$ cat src/rtl/adc_chain_pkg.sv
package adc_chain_pkg;

   typedef enum logic [1:0] {
      ST_IDLE  = 2'd0,
      ST_CONV  = 2'd1,
      ST_SHIFT = 2'd2,
      ST_EMIT  = 2'd3
   } seq_state_t;

   // Width of a counter that must hold values 0..maxv
   function automatic int cnt_w(input int maxv);
      return (maxv < 2) ? 1 : $clog2(maxv + 1);
   endfunction

endpackage

$ cat src/rtl/adc_chain_pacer.sv
module adc_chain_pacer
   import adc_chain_pkg::*;
#(
   parameter int MIN_PERIOD = 250,
   parameter int ACQ_MIN    = 40
) (
   input  logic clk,
   input  logic rst_n,
   input  logic launch_i,
   input  logic drop_i,
   output logic clear_o
);

   localparam int RW = cnt_w(MIN_PERIOD);
   localparam int AW = cnt_w(ACQ_MIN);

   logic [RW-1:0] rise_cnt;
   logic [AW-1:0] low_cnt;

   always_ff @(posedge clk) begin
      if (!rst_n) begin
         rise_cnt <= RW'(MIN_PERIOD);
         low_cnt  <= AW'(ACQ_MIN);
      end else begin
         if (launch_i)
            rise_cnt <= RW'(1);
         else if (rise_cnt < RW'(MIN_PERIOD))
            rise_cnt <= rise_cnt + RW'(1);

         if (drop_i)
            low_cnt <= AW'(1);
         else if (low_cnt < AW'(ACQ_MIN))
            low_cnt <= low_cnt + AW'(1);
      end
   end

   assign clear_o = (rise_cnt >= RW'(MIN_PERIOD)) && (low_cnt >= AW'(ACQ_MIN));

endmodule

$ cat src/rtl/adc_chain_shifter.sv
module adc_chain_shifter
   import adc_chain_pkg::*;
#(
   parameter int TOTAL   = 54,
   parameter int FALLS   = 54,
   parameter int SCK_DIV = 2
) (
   input  logic             clk,
   input  logic             rst_n,
   input  logic             run_i,
   input  logic             sdata_i,
   output logic             sck_o,
   output logic             done_o,
   output logic [TOTAL-1:0] frame_o
);

   localparam int DW = cnt_w(SCK_DIV - 1);
   localparam int FW = cnt_w(FALLS - 1);

   logic          active;
   logic [DW-1:0] div_cnt;
   logic [FW-1:0] fall_cnt;
   logic          sck_q;

   always_ff @(posedge clk) begin
      if (!rst_n) begin
         active   <= 1'b0;
         div_cnt  <= '0;
         fall_cnt <= '0;
         sck_q    <= 1'b0;
         done_o   <= 1'b0;
         frame_o  <= '0;
      end else begin
         done_o <= 1'b0;
         if (run_i) begin
            active   <= 1'b1;
            div_cnt  <= '0;
            fall_cnt <= '0;
            sck_q    <= 1'b0;
         end else if (active) begin
            if (div_cnt == DW'(SCK_DIV - 1)) begin
               div_cnt <= '0;
               sck_q   <= ~sck_q;
               if (sck_q) begin
                  frame_o <= {frame_o[TOTAL-2:0], sdata_i};
                  if (fall_cnt == FW'(FALLS - 1)) begin
                     active <= 1'b0;
                     done_o <= 1'b1;
                  end else begin
                     fall_cnt <= fall_cnt + FW'(1);
                  end
               end
            end else begin
               div_cnt <= div_cnt + DW'(1);
            end
         end
      end
   end

   assign sck_o = sck_q;

endmodule

$ cat src/rtl/adc_chain_emitter.sv
module adc_chain_emitter #(
   parameter int N_DEV = 3,
   parameter int BITS  = 18,
   parameter int IDX_W = 2,
   localparam int TOTAL = N_DEV * BITS
) (
   input  logic             clk,
   input  logic             rst_n,
   input  logic             load_i,
   input  logic [TOTAL-1:0] frame_i,
   output logic             valid_o,
   input  logic             ready_i,
   output logic [BITS-1:0]  data_o,
   output logic [IDX_W-1:0] idx_o
);

   logic [TOTAL-1:0] word_sr;

   always_ff @(posedge clk) begin
      if (!rst_n) begin
         word_sr <= '0;
         idx_o   <= '0;
         valid_o <= 1'b0;
      end else if (load_i) begin
         word_sr <= frame_i;
         idx_o   <= '0;
         valid_o <= 1'b1;
      end else if (valid_o && ready_i) begin
         if (idx_o == IDX_W'(N_DEV - 1)) begin
            valid_o <= 1'b0;
         end else begin
            idx_o   <= idx_o + IDX_W'(1);
            word_sr <= word_sr << BITS;
         end
      end
   end

   assign data_o = word_sr[TOTAL-1 -: BITS];

endmodule

$ cat src/rtl/adc_chain_host.sv
module adc_chain_host
   import adc_chain_pkg::*;
#(
   parameter int N_DEV      = 3,
   parameter int BITS       = 18,
   parameter int SCK_DIV    = 2,
   parameter int CONV_WAIT  = 210,
   parameter int MIN_PERIOD = 250,
   parameter int ACQ_MIN    = 40,
   parameter int USE_BUSY   = 0,
   localparam int IDX_W     = (N_DEV > 1) ? $clog2(N_DEV) : 1
) (
   input  logic             clk,
   input  logic             rst_n,
   input  logic             start_i,
   output logic             cnv_o,
   output logic             sck_o,
   input  logic             sdata_i,
   output logic             word_valid_o,
   input  logic             word_ready_i,
   output logic [BITS-1:0]  word_data_o,
   output logic [IDX_W-1:0] word_idx_o
);

   localparam int TOTAL = N_DEV * BITS;
   localparam int FALLS = TOTAL + ((USE_BUSY != 0) ? 1 : 0);

   if (N_DEV < 1)      begin : g_bad_ndev  $error("N_DEV must be at least 1");     end
   if (BITS < 2)       begin : g_bad_bits  $error("BITS must be at least 2");      end
   if (SCK_DIV < 1)    begin : g_bad_div   $error("SCK_DIV must be at least 1");   end
   if (CONV_WAIT < 1)  begin : g_bad_wait  $error("CONV_WAIT must be at least 1"); end
   if (MIN_PERIOD < 1) begin : g_bad_per   $error("MIN_PERIOD must be at least 1"); end
   if (ACQ_MIN < 1)    begin : g_bad_acq   $error("ACQ_MIN must be at least 1");   end
   if (USE_BUSY != 0 && USE_BUSY != 1) begin : g_bad_mode
      $error("USE_BUSY must be 0 or 1");
   end

   seq_state_t       st;
   logic             cnv_q;
   logic             clear;
   logic             launch;
   logic             conv_end;
   logic             drop;
   logic             shift_done;
   logic [TOTAL-1:0] frame;

   assign launch = (st == ST_IDLE) && start_i && clear;
   assign drop   = (st == ST_SHIFT) && shift_done;

   // End-of-conversion detection variant
   if (USE_BUSY != 0) begin : g_busy
      logic sd_q;
      always_ff @(posedge clk) begin
         if (!rst_n) sd_q <= 1'b0;
         else        sd_q <= sdata_i;
      end
      assign conv_end = (st == ST_CONV) && sdata_i && !sd_q;
   end else begin : g_wait
      localparam int WW = cnt_w(CONV_WAIT);
      logic [WW-1:0] wait_cnt;
      always_ff @(posedge clk) begin
         if (!rst_n)
            wait_cnt <= '0;
         else if (launch)
            wait_cnt <= '0;
         else if (st == ST_CONV && !conv_end)
            wait_cnt <= wait_cnt + WW'(1);
      end
      assign conv_end = (st == ST_CONV) && (wait_cnt == WW'(CONV_WAIT - 1));
   end

   always_ff @(posedge clk) begin
      if (!rst_n) begin
         st    <= ST_IDLE;
         cnv_q <= 1'b0;
      end else begin
         unique case (st)
            ST_IDLE:  if (launch)        begin st <= ST_CONV;  cnv_q <= 1'b1; end
            ST_CONV:  if (conv_end)      st <= ST_SHIFT;
            ST_SHIFT: if (shift_done)    begin st <= ST_EMIT;  cnv_q <= 1'b0; end
            ST_EMIT:  if (!word_valid_o) st <= ST_IDLE;
            default:  st <= ST_IDLE;
         endcase
      end
   end

   assign cnv_o = cnv_q;

   adc_chain_pacer #(
      .MIN_PERIOD (MIN_PERIOD),
      .ACQ_MIN    (ACQ_MIN)
   ) u_pacer (
      .clk      (clk),
      .rst_n    (rst_n),
      .launch_i (launch),
      .drop_i   (drop),
      .clear_o  (clear)
   );

   adc_chain_shifter #(
      .TOTAL   (TOTAL),
      .FALLS   (FALLS),
      .SCK_DIV (SCK_DIV)
   ) u_shifter (
      .clk     (clk),
      .rst_n   (rst_n),
      .run_i   (conv_end),
      .sdata_i (sdata_i),
      .sck_o   (sck_o),
      .done_o  (shift_done),
      .frame_o (frame)
   );

   adc_chain_emitter #(
      .N_DEV (N_DEV),
      .BITS  (BITS),
      .IDX_W (IDX_W)
   ) u_emitter (
      .clk     (clk),
      .rst_n   (rst_n),
      .load_i  (drop),
      .frame_i (frame),
      .valid_o (word_valid_o),
      .ready_i (word_ready_i),
      .data_o  (word_data_o),
      .idx_o   (word_idx_o)
   );

endmodule

$ cat config.mk
export PLATFORM = sky130hd
export DESIGN_NAME = adc_chain_host
export DESIGN_NICKNAME = d
export VERILOG_FILES = /design/src/rtl/adc_chain_pkg.sv /design/src/rtl/adc_chain_pacer.sv /design/src/rtl/adc_chain_shifter.sv /design/src/rtl/adc_chain_emitter.sv /design/src/rtl/adc_chain_host.sv
export SDC_FILE = /design/constraint.sdc
export NUM_CORES = 1
export LEC_CHECK = 0
export BUFFER_PORTS_ARGS = -buffer_cell sky130_fd_sc_hd__buf_4
export CAP_MARGIN = 40
export CELL_PAD_IN_SITES_DETAIL_PLACEMENT = 1
export CELL_PAD_IN_SITES_GLOBAL_PLACEMENT = 2
export CORE_MARGIN = 2
export CORE_UTILIZATION = 39
export CTS_CLUSTER_SIZE = 14
export DETAILED_ROUTE_END_ITERATION = 10
export MAX_ROUTING_LAYER = met4
export PLACE_DENSITY_LB_ADDON = 0.05
export SYNTH_ARGS = -nofsm -noshare
export SYNTH_HDL_FRONTEND = slang
export SYNTH_SLANG_ARGS = --single-unit
$ cat constraint.sdc
create_clock -name clk -period 2 [get_ports clk]
set_input_delay 0.3 -clock clk [delete_from_list [all_inputs] [get_ports clk]]
set_output_delay 0.3 -clock clk [all_outputs]
set_load 0.05 [all_outputs]
* Word level (Yosys, flattened, before mapping) *
Index checks and enable logic that the tools add are counted.

cells by class
  add/subtract/negate cells = 6
  $mul = 0
  div/mod/pow operators = 0
  order comparisons = 4
  eq/ne operators = 11
  shift-type cells = 0
  mux-type cells = 25
  bitwise operators = 7
  reductions and logical operators = 26

operator list
  operator               number
  $mux W54               3
  $add A8 B1 Y8 const B  2
  $mux W8                2
  $add A6 B1 Y6 const B  2
  $mux W1                12
  $mux W6                2
  $reduce_and A4 Y1      3
  $reduce_bool A2 Y1     5
  $eq A8 B8 Y1 const B   1
  $ge A8 B8 Y1 const B   1
  $lt A8 B8 Y1 const B   1
  $mux W2                4
  $ne A2 B2 Y1 const B   4
  $pmux W2 S4            1
  $reduce_and A2 Y1      4
  $logic_and A1 B1 Y1    7
  $not A1 Y1             7
  $eq A2 B2 Y1 const B   3
  $eq A6 B6 Y1 const B   1
  $ge A6 B6 Y1 const B   1
  $lt A6 B6 Y1 const B   1
  $reduce_or A2 Y1       3
  $reduce_or A5 Y1       1
  $reduce_and A3 Y1      1
  7 further kinds        7

word-level totals
  register bits = 146
  latch bits = 0
  bits in writable memories = 0
  memory bits (read-only) = 0
  input port bits = 5
  output and inout port bits = 23
  logic and storage cells = 95
  memories kept = 0

* Depth between registers and ports, before layout *
Gate-level depths: netlist (run 1).

  depth after elaboration = 6
  mapped depth = 8
  mapped depth without buffers = 6

* By module *
A second synthesis (run 1) with hierarchy kept.

unflattened totals
  cell total of the unflattened synthesis = 755
  area total of the unflattened synthesis = 6441.2 µm²

modules (own cells, without submodules)
  module             times used  cells an instance  area each (µm²)  sequential area each (µm²)
  adc_chain_emitter  1           312                2537.4           1141.1
  adc_chain_shifter  1           290                2529.9           1281.2
  adc_chain_pacer    1           84                 743.2            280.3
  adc_chain_host     1           69                 630.6            220.2

* Worst setup path before layout (run 1) *
No wires, ideal clock.

  path kind = flip-flop to flip-flop
  start point = register u_emitter.idx_o[0]
  end point = register u_emitter.word_sr[43]
  setup time = 116 ps
  arrival = 1868 ps
  required time = 1884 ps
  setup slack = 15 ps
  stages on the path, launching flop included = 9
  path buffers = 2
  period minus slack after synthesis = 1985 ps
  cells stage by stage = dfxtp_1 inv_1 ha_1 nand3b_1 buf_2 buf_4 mux2i_1 nand2_1 o211a_1

on the way
  cells in the longest elaborated chain, start to end = 3

ends and longest elaborated chain
  what                                line                     source
  start, declared                     adc_chain_emitter.sv:14  output logic [IDX_W-1:0] idx_o
  start signal, assigned              adc_chain_emitter.sv:32  idx_o <= idx_o + IDX_W'(1);
  $eq A2 B2 Y1                        adc_chain_emitter.sv:29  if (idx_o == IDX_W'(N_DEV - 1)) begin
  $ne A2 B2 Y1 (no source line)       --
  $reduce_and A2 Y1 (no source line)  --
  end signal, assigned                adc_chain_emitter.sv:25  word_sr <= frame_i;
  end signal, assigned                adc_chain_emitter.sv:33  word_sr <= word_sr << BITS;
  end, declared                       adc_chain_emitter.sv:17  logic [TOTAL-1:0] word_sr;

Every way passes these cells.
A chain may end at the register's enable or synchronous reset.

* Final worst setup path (run 1) *
  start point = register u_pacer.rise_cnt[0]
  end point = register g_wait.wait_cnt[1]

on the way
  cells in the longest elaborated chain, start to end = 4

ends and longest elaborated chain
  what                               line                   source
  start, declared                    adc_chain_pacer.sv:17  logic [RW-1:0] rise_cnt;
  start signal, assigned             adc_chain_pacer.sv:22  rise_cnt <= RW'(MIN_PERIOD);
  start signal, assigned             adc_chain_pacer.sv:28  rise_cnt <= rise_cnt + RW'(1);
  $ge A8 B8 Y1                       adc_chain_pacer.sv:37  assign clear_o = (rise_cnt >= RW'(MIN_PERIOD)) && (low_cnt >= AW'(ACQ_MIN));
  $logic_and A1 B1 Y1                adc_chain_pacer.sv:37
  $logic_and A1 B1 Y1                adc_chain_host.sv:47   assign launch = (st == ST_IDLE) && start_i && clear;
  $reduce_or A2 Y1 (no source line)  --
  end signal, assigned               adc_chain_host.sv:67   wait_cnt <= wait_cnt + WW'(1);
  end, declared                      adc_chain_host.sv:60   logic [WW-1:0] wait_cnt;

Every way passes these cells.

==> results.md, run 1 <==
* Asr flop ratio synth at 0
* Hold Fails Final Rpt at 0
* CP required at 2.32 ns
* Boundary pin count at 28
* YS warnings at 0
* GPL Wtd Cong at 0.6969
* Worst Hold Class: in2reg
* DP HPWL at 9063 um
* IO Port Bufs at 27
* RSZ-0062 raised after global routing: no
* Synth cell count leaders: nand2_1, dfxtp_1, a21boi_0
* Sequential share of the synthesized area at 0.4611
* Synth top area cells: dfxtp_1, nand2_1, mux2i_1, o211a_1, a21boi_0
* Total wire length at 14330 um
* Crit. End Element: flop
* DRT iter0 DRCs at 175
* Root Buffer: clkbuf_16
* Chip Height at 131.5 um
* FF+latch count, synth at 146
* Met3 Resource Use GR at 0.03627
* H-tree depth at 4
* Total power at 7.122 mW
* Max FO, Critical Path at 10
* Routed vias at 4667
* CTS tree: done
* DRC viols at 0
* Storage element area at 2923 sq um
* Status: finished, final reports clean
* Max Slew Vio Count at 0
* MaxCap Viol Count at 0
* Critical path class: reg2reg
* Clock sinks at 146
* Count leader, synth: nand2_1
* EDFF count, synth at 0
* Area Overhead vs Synth at 14.05%
* Post-synth net total at 715
* Synth cell types at 45
* First-pass GRT wire length at 23940 um
* Die ar. at 17290 sq um
* Footprint of the multi-input gates at 3048 sq um
* Setup tns final at 0 ns
* Cell type with the highest aggregate area in the netlist: dfxtp_1
* Met2 usage in global routing at 0.2827
* Worst-skew pair later-pin latency at 0.42 ns
* Worst-path clk slew at 0.06 ns
* Top cell type's share of synthesized area at 0.4611
* Worst Clk Skew at 0.007981 ns
* Post-Syn Area per Cell at 9.107 sq um
* Max Root-Sink Buffers at 2
* Pin count of the biggest net entering global routing at 93
* Peak supply drop at 0.6024 mV
* Worst setup SP type: flop
* Achievable frequency at 0.5796 GHz
* Met1 Track Usage GR at 0.2210
* Row count at 46
* Layout filler cell count at 1837
* Finished Cell Area at 7229 sq um
* Post_cts resized at 0
* Ys flop type: dfxtp_1
* # setup viols final at 0
* Share of cells above drive strength 1 at 0.1110
* Antenna diode count at 0
* All-Layer GR Usage at 0.1763
* Die Wd at 131.5 um
* Remaining Overflow, GRT at 0
* Final worst path period share at 0.8627
* Hold-fix buffers at CTS at 0
* Leakage power at 3.293 nW
* Worst slew pin tran at 0.4533 ns
* Postcts setup bufs at 0
* Vias in the first global route at 4701
* Final min period at 1.725 ns
* First-pass iteration count of the detailed router at 4
* Grt peak-use layer: met2
* Nets at 709
* Slew margin rel. at 0.6946
* WL/cell at 15.60 um
* TritonCTS buffer count at 17
* Post-synth design cell area at 6339 sq um
* DP Area at 6628 sq um
* Pwr per Cell Area at 985.1 nW/um^2
* Final ANT Viol Nets at 0
* Post-Syn Instances at 696
* Antenna violations before repair at 0
* Core box area at 15890 sq um
* Initial Utilization at 0.3990
* Worst Path Arrival at 2.05 ns
* DR vias/cell at 5.078
## sequential cells by signal, indices dropped and copies added, names as in the netlist, 2 cells and up
signal / cells
u_emitter.word_sr: 54
g_wait.wait_cnt: 8
u_pacer.low_cnt: 6
u_pacer.rise_cnt: 8
u_shifter.frame_o: 54
u_emitter.idx_o: 2
u_shifter.fall_cnt: 6
st: 2
## report_power, final
| part | switching (mW) | internal, mW |
|---|---|---|
| Clock | 1.21 | 2.08 |
| Combinational | 0.397 | 0.298 |
| Sequential | 0.133 | 3.01 |
## area by class of cell
class                   instances  area share
flip-flops and latches        146      0.4043
clock buffers                  21     0.06092
multi-input cells             479      0.4216
inverters                       9    0.004673
clock inverters                11     0.02233
well taps                     216     0.03738
repair buffers                 37     0.04881
## cell usage in the layout, fill, tap and decap left out, types with 14 or more instances in the layout
master	n
a21boi_0	48
a21boi_1	28
buf_4	31
clkbuf_16	17
dfxtp_1	146
ha_1	14
mux2i_1	38
nand2_1	177
nand3_1	22
nor2_1	27
o211a_1	36
## metrics by stage
step	hold WS, ns	worst slack [ns]	utilization	cells
finish	0.1781	0.2745	0.4551	919
global route	0.1873	0.1161	0.4551	919
CTS	0.1666	0.2245	0.4551	919
detailed placement	0.4670	0.2305	0.4172	887
global placement	0.4594	0.3803	0.4172	887
floorplan	0.4436	0.01538	-	696
## cells by family (layout without fill, tap and decap cells)
group | Yosys count | in the layout | share of synthesized area
compound gates | 149 | 149 | 0.1889
xor+xnor | 21 | 21 | 0.02902
fa+ha+maj | 14 | 14 | 0.02764
buf+inv | 71 | 78 | 0.05843
flops | 146 | 146 | 0.4611
mux | 38 | 38 | 0.06001
simple gates | 257 | 257 | 0.1749
## critical path: stages (launching register included)
cell and delay [ns]:
dfxtp_1 0.37, inv_1 0.09, ha_1 0.19, nor3_1 0.35
or4_4 0.24, nand2_2 0.15, a211oi_1 0.23
## path summary, 6_finish.rpt
check / startpoint / to / slack (ns) / depth (start not counted)
setup / recovery: u_pacer.rise_cnt[0]$_SDFFE_PN0P_ / g_wait.wait_cnt[1]$_SDFFE_PP0P_ / 0.27 / 6
hold / removal: sdata_i / u_shifter.frame_o[0]$_SDFFE_PN0P_ / 0.18 / 3
setup reg to reg: u_pacer.rise_cnt[0]$_SDFFE_PN0P_ / g_wait.wait_cnt[1]$_SDFFE_PP0P_ / 0.27 / 6
hold reg to reg: u_shifter.frame_o[25]$_SDFFE_PN0P_ / u_shifter.frame_o[26]$_SDFFE_PN0P_ / 0.47 / 2
## routing by layer
layer | vias to the layer above | routed length, um
met5 | - | 0
met4 | 0 | 182
met3 | 13 | 247
met2 | 35 | 6762
met1 | 2274 | 7142
li1 | 2345 | -
Note: power is estimated with default switching activity, not from simulation.
==> inputs of run 2 (changes only) <==
SETUP_SLACK_MARGIN = 0.4   (was default)
==> results.md, run 2 (same netlist as run 1, synthesis figures left out) <==
* Status: finished, final reports clean
* DP Area at 6664 sq um (+0.55%)
* All-Layer GR Usage at 0.2026 (+0.02631)
* Root Buffer: clkbuf_16
* Boundary pin count at 28 (unchanged)
* Layout filler cell count at 1744 (-5.1%)
* First-pass iteration count of the detailed router at 4 (unchanged)
* Vias in the first global route at 5150 (+9.6%)
* Share of cells above drive strength 1 at 0.2616 (+0.1506)
* Nets at 763 (+7.6%)
* Largest regs: u_emitter.word_sr: 54 flops, u_shifter.frame_o: 54 flops
* Most common cell after layout, fill and taps aside: nand2_1
* Leakage power at 3.885 nW (+18%)
* Sw frac at 0.2554 (+0.01162)
* Worst slew pin tran at 0.4036 ns (-0.04971 ns)
* Core box area at 15890 sq um (unchanged)
* Total power at 7.501 mW (+5.3%)
* TritonCTS buffer count at 17 (unchanged)
* Die ar. at 17290 sq um (unchanged)
* Remaining Overflow, GRT at 0 (unchanged)
* Clk pwr share at 0.423 (-0.038)
* Combinational power share at 0.152 (+0.054)
* Achievable frequency at 0.6099 GHz (+5.2%)
* Peak supply drop at 0.6106 mV (+1.3%)
* Pwr per Cell Area at 893.0 nW/um^2 (-9.3%)
* Initial Utilization at 0.3990 (unchanged)
* Final ANT Viol Nets at 0 (unchanged)
* Antenna diode count at 0 (unchanged)
* CP required at 2.31 ns (about the same)
* Hold Fails Final Rpt at 0 (unchanged)
* Max Root-Sink Buffers at 2 (unchanged)
* WL/cell at 18.95 um (+22%)
* Row count at 46 (unchanged)
* Area Overhead vs Synth at 32.51%
* Antenna violations before repair at 0 (unchanged)
* Total wire length at 18440 um (+29%)
* Worst Path Arrival at 1.95 ns (-0.10 ns)
* GPL Wtd Cong at 0.7575 (+8.7%)
* Die Wd at 131.5 um (unchanged)
* H-tree depth at 4 (unchanged)
* DP HPWL at 9607 um (+6.0%)
* Setup tns final at 0 ns (unchanged)
* Final min period at 1.640 ns (-0.08588 ns)
* Chip Height at 131.5 um (unchanged)
* Critical path class: reg2reg
* Sw Pwr at 1.916 mW (+10%)
* Max FO, Critical Path at 7 (-3)
* DR vias/cell at 5.209 (+2.6%)
* Worst-skew pair later-pin latency at 0.42 ns (about the same)
* Worst-path clk slew at 0.06 ns (about the same)
* # setup viols final at 0 (unchanged)
* Slew margin rel. at 0.7281 (+0.03349)
* Final worst path period share at 0.8198 (-0.04294)
* Seq pwr share at 0.425 (-0.016)
* Crit. End Element: flop
* Pin count of the biggest net entering global routing at 66 (-29%)
* DRT iter0 DRCs at 178 (+1.7%)
* Clock sinks at 146 (unchanged)
* Finished Cell Area at 8399 sq um (+16%)
* RSZ-0062 raised after global routing: yes
* Routed vias at 5068 (+8.6%)
* Setup WS post-layout at 0.3604 ns (+0.08588 ns)
* Cell Int Power at 5.585 mW (+3.7%)
* Worst Hold Class: in2reg
* Max Slew Vio Count at 0 (unchanged)
* Most frequent cells in the layout: nand2_1, dfxtp_1, a21boi_1, buf_4, mux2i_1
* IO Port Bufs at 27 (unchanged)
* MaxCap Viol Count at 0 (unchanged)
* Worst setup SP type: flop
* Post-place setup slack at 0.1941 ns (-0.03635 ns)
* First-pass GRT wire length at 27260 um (+14%)
* DRC viols at 0 (unchanged)
* Worst Clk Skew at 0.005928 ns (-0.002053 ns)
* CTS tree: done
==> run 2: changes by cell type in the layout (fill, tap and decap cells not counted), moves of 11 or more <==
| cell | change |
|---|---|
| buf_4 | +21 |
| a21boi_0 | -33 |
| dfxtp_1 | -16 |
| nand2_4 | +13 |
| nand2_1 | -18 |
| dfxtp_2 | +11 |
| a21boi_1 | +24 |
==> run 2: final timing paths <==
path | slack [ns] | cells after the start | start | end
worst max-delay path | 0.36 | 9 | u_emitter.idx_o[0]$_SDFFE_PP0P_ | u_emitter.word_sr[21]$_SDFFE_PN0P_
worst min-delay path | 0.17 | 3 | sdata_i | u_shifter.frame_o[0]$_SDFFE_PN0P_
worst max register to register | 0.36 | 9 | u_emitter.idx_o[0]$_SDFFE_PP0P_ | u_emitter.word_sr[21]$_SDFFE_PN0P_
worst min register to register | 0.47 | 2 | u_shifter.frame_o[3]$_SDFFE_PN0P_ | u_emitter.word_sr[3]$_SDFFE_PN0P_
==> run 2: power groups by stage <==
stage / clock network, mW / logic (mW) / registers (mW)
after global placement: 0 / 0.677 / 3.19
after CTS: 3.24 / 0.900 / 3.15
after floorplan: 0 / 0.501 / 3.20
after global routing: 3.38 / 1.26 / 3.21
after detailed placement: 0 / 0.700 / 3.21
final: 3.17 / 1.14 / 3.19
==> run 2: repair_timing <==
action,CTS,global route
buffers inserted,18,12
endpoints found under the hold margin,0,0
hold buffers,0,0
gates resized for setup,29,118
pin swaps,7,34
cloned,7,12
endpoints found under the setup margin,105,132
==> run 2: final cells by class <==
cell class                      instances  area (sq um)  area share
Sequential cell                       146          2955      0.3519
Timing Repair Buffer                   89          1140      0.1357
Multi-Input combinational cell        481          3402      0.4050
Clock inverter                          3         40.04    0.004767
Clock buffer                           29         550.5     0.06554
Inverter                                9         41.29    0.004916
Tap cell                              216         270.3     0.03218
==> run 2: metal layers <==
layer	routed length, um	up-vias	GRT usage
li1	-	2475	-
met1	8457	2521	0.2549
met2	9233	52	0.3284
met3	489	20	0.03781
met4	262	0	0.06824
met5	0	-	-
==> run 2: stage by stage <==
stage / instances / hold WS [ns] / utilization
floorplan: 696 / 0.4436 / -
finish: 973 / 0.1664 / 0.5287
global placement: 892 / 0.4597 / 0.4195
global route: 973 / 0.1631 / 0.5287
detailed placement: 892 / 0.4642 / 0.4195
CTS: 949 / 0.1638 / 0.4854
==> run 2: critical path: stages, from the launching register on <==
cell and delay (ns):
dfxtp_4 0.36, inv_4 0.04, ha_4 0.14, nand3b_1 0.19
buf_6 0.16, buf_6 0.13, buf_16 0.14, mux2i_1 0.16
nand2_1 0.08, o211a_1 0.14
==> inputs of run 3 (changes only) <==
CORE_UTILIZATION = 35   (was 39)
clock period = 1.4 ns   (was 2 ns; I/O delays follow)
==> results.md, run 3 (same netlist as run 1, synthesis figures left out) <==
* Min Hold Slack at 0.06860 ns (-0.09784 ns)
* Worst-skew pair later-pin latency at 0.42 ns (about the same)
* Worst slew pin tran at 0.3856 ns (-0.01807 ns)
* Root Buffer: clkbuf_16
* Worst-path clk slew at 0.06 ns (about the same)
* Critical path class: reg2reg
* Most frequent cells in the layout: nand2_1, dfxtp_1, buf_4, a21boi_1, mux2i_1
* DR vias/cell at 5.113 (-1.8%)
* DRC viols at 0 (unchanged)
* Antenna diode count at 0 (unchanged)
* Achievable frequency at 0.6197 GHz (+1.6%)
* Vias in the first global route at 5567 (+8.1%)
* HP Start: sdata_i
* IO Port Bufs at 27 (unchanged)
* CP required at 1.75 ns (-0.56 ns)
* Placed cells at 957 (+7.3%)
* Share of cells above drive strength 1 at 0.4482 (+0.1866)
* Clock sinks at 146 (unchanged)
* Most common cell after layout, fill and taps aside: nand2_1
* Failing checks: negative setup slack
* Final worst path period share at 1.153 (+0.3329)
* Crit. Startpoint: g_wait.wait_cnt[1]$_SDFFE_PP0P_
* Core box area at 17840 sq um (+12%)
* Die ar. at 19200 sq um (+11%)
* RSZ-0062 raised after global routing: yes
* # setup viols final at 108 (+108)
* Pwr per Cell Area at 1213 nW/um^2 (+36%)
* DP HPWL at 10750 um (+12%)
* MaxCap Viol Count at 0 (unchanged)
* Initial Utilization at 0.3553 (-0.04374)
* Worst Setup EP: u_shifter.frame_o[43]$_SDFFE_PN0P_
* H-tree depth at 4 (unchanged)
* Worst Path Arrival at 1.96 ns (about the same)
* Peak supply drop at 0.8503 mV (+39%)
* TritonCTS buffer count at 17 (unchanged)
* CTS tree: done
* Status: complete, but fails checks
* GPL Wtd Cong at 0.7582 (about the same)
* Final min period at 1.614 ns (-0.02583 ns)
* First-pass GRT wire length at 28680 um (+5.2%)
* First-pass iteration count of the detailed router at 5 (+1)
* Hold Fails Final Rpt at 0 (unchanged)
* DRT iter0 DRCs at 180 (+1.1%)
* Leakage power at 4.491 nW (+16%)
* All-Layer GR Usage at 0.1932 (-0.009466)
* Crit. End Element: flop
* Pin count of the biggest net entering global routing at 56 (-15%)
* Chip Height at 138.6 um (+5.4%)
* Total power at 11.67 mW (+56%)
* Register-to-register setup slack at -0.21 ns (-0.57 ns)
* Row count at 49 (+6.5%)
* Remaining Overflow, GRT at 0 (unchanged)
* Slew margin rel. at 0.7402 (+0.01217)
* Max Slew Vio Count at 0 (unchanged)
* WL/cell at 17.96 um (-5.3%)
* FF-to-FF End: u_shifter.frame_o[43]$_SDFFE_PN0P_
* Worst Hold Class: in2reg
* Area Overhead vs Synth at 51.76%
* Routed vias at 5266 (+3.9%)
* Antenna violations before repair at 0 (unchanged)
* Total wire length at 18500 um (+0.29%)
* Die Wd at 138.6 um (+5.4%)
* Setup WS post-layout at -0.2138 ns (-0.5742 ns)
* Nets at 807 (+5.8%)
* Boundary pin count at 28 (unchanged)
* Max FO, Critical Path at 5 (-2)
* Reg-to-Reg Start: g_wait.wait_cnt[1]$_SDFFE_PP0P_
* Max Root-Sink Buffers at 2 (unchanged)
* Final cell count without fillers at 1030 (+5.9%)
* Largest regs: u_emitter.word_sr: 54 flops, u_shifter.frame_o: 54 flops
* Final ANT Viol Nets at 0 (unchanged)
* Worst Reg2Reg Path Length in Cells at 9 (unchanged)
* Worst Clk Skew at 0.008945 ns (+0.003017 ns)
* Worst setup SP type: flop
[run 3: routing by layer]
layer,wire length (um),track usage,vias to the layer above
met2,9501,0.3348,50
met5,0,-,-
li1,-,-,2567
met1,8475,0.2321,2640
met4,157,0.04887,0
met3,361,0.03626,9
[run 3: worst min path at each step]
stage / endpoint / cells after the start
global route: u_shifter.frame_o[0]$_SDFFE_PN0P_ / 3
finish: u_shifter.frame_o[0]$_SDFFE_PN0P_ / 3
floorplan: u_shifter.frame_o[0]$_SDFFE_PN0P_ / 2
global placement: u_shifter.frame_o[11]$_SDFFE_PN0P_ / 2
CTS: u_shifter.frame_o[0]$_SDFFE_PN0P_ / 3
detailed placement: u_shifter.frame_o[50]$_SDFFE_PN0P_ / 2
[run 3: stage by stage]
step,util,worst slack [ns],setup TNS (ns),cell area [sq um]
after floorplan,-,-0.1739,-5.307,6751
after global placement,0.4204,-0.08680,-5.195,7500
after detailed placement,0.4204,-0.1353,-8.257,7500
after CTS,0.4993,-0.1618,-11.93,8909
after global routing,0.5392,-0.2731,-22.74,9619
final,0.5392,-0.2138,-14.54,9619
[run 3: repair_timing]
action	CTS	global route
setup endpoints to repair	169	169
hold buffers	0	0
resized for setup	119	139
buffers inserted	18	6
cloned	10	7
pin swaps	17	81
[run 3: layout make-up]
type                       instances  area, sq um
fill                            1876         8222
sequential                       146         2983
inverter                           9        41.29
clock buffer                      24        524.3
clock inverter                     8        143.9
multi-input combinational        483         3914
tap                              229        286.5
timing repair buffer             131         1727
[run 3: worst max-delay path: stages, from the launching register on]
cell and delay [ns]:
dfxtp_2 0.34, inv_2 0.04, ha_4 0.14, and4bb_4 0.21, a31oi_4 0.23, buf_12 0.16, buf_12 0.11, clkbuf_16 0.15
nand2_4 0.04, a21boi_2 0.12
[run 3: report_power, final]
part	internal, mW	switching, mW
clock network	3.34	1.76
logic	1.09	1.01
registers	4.32	0.139
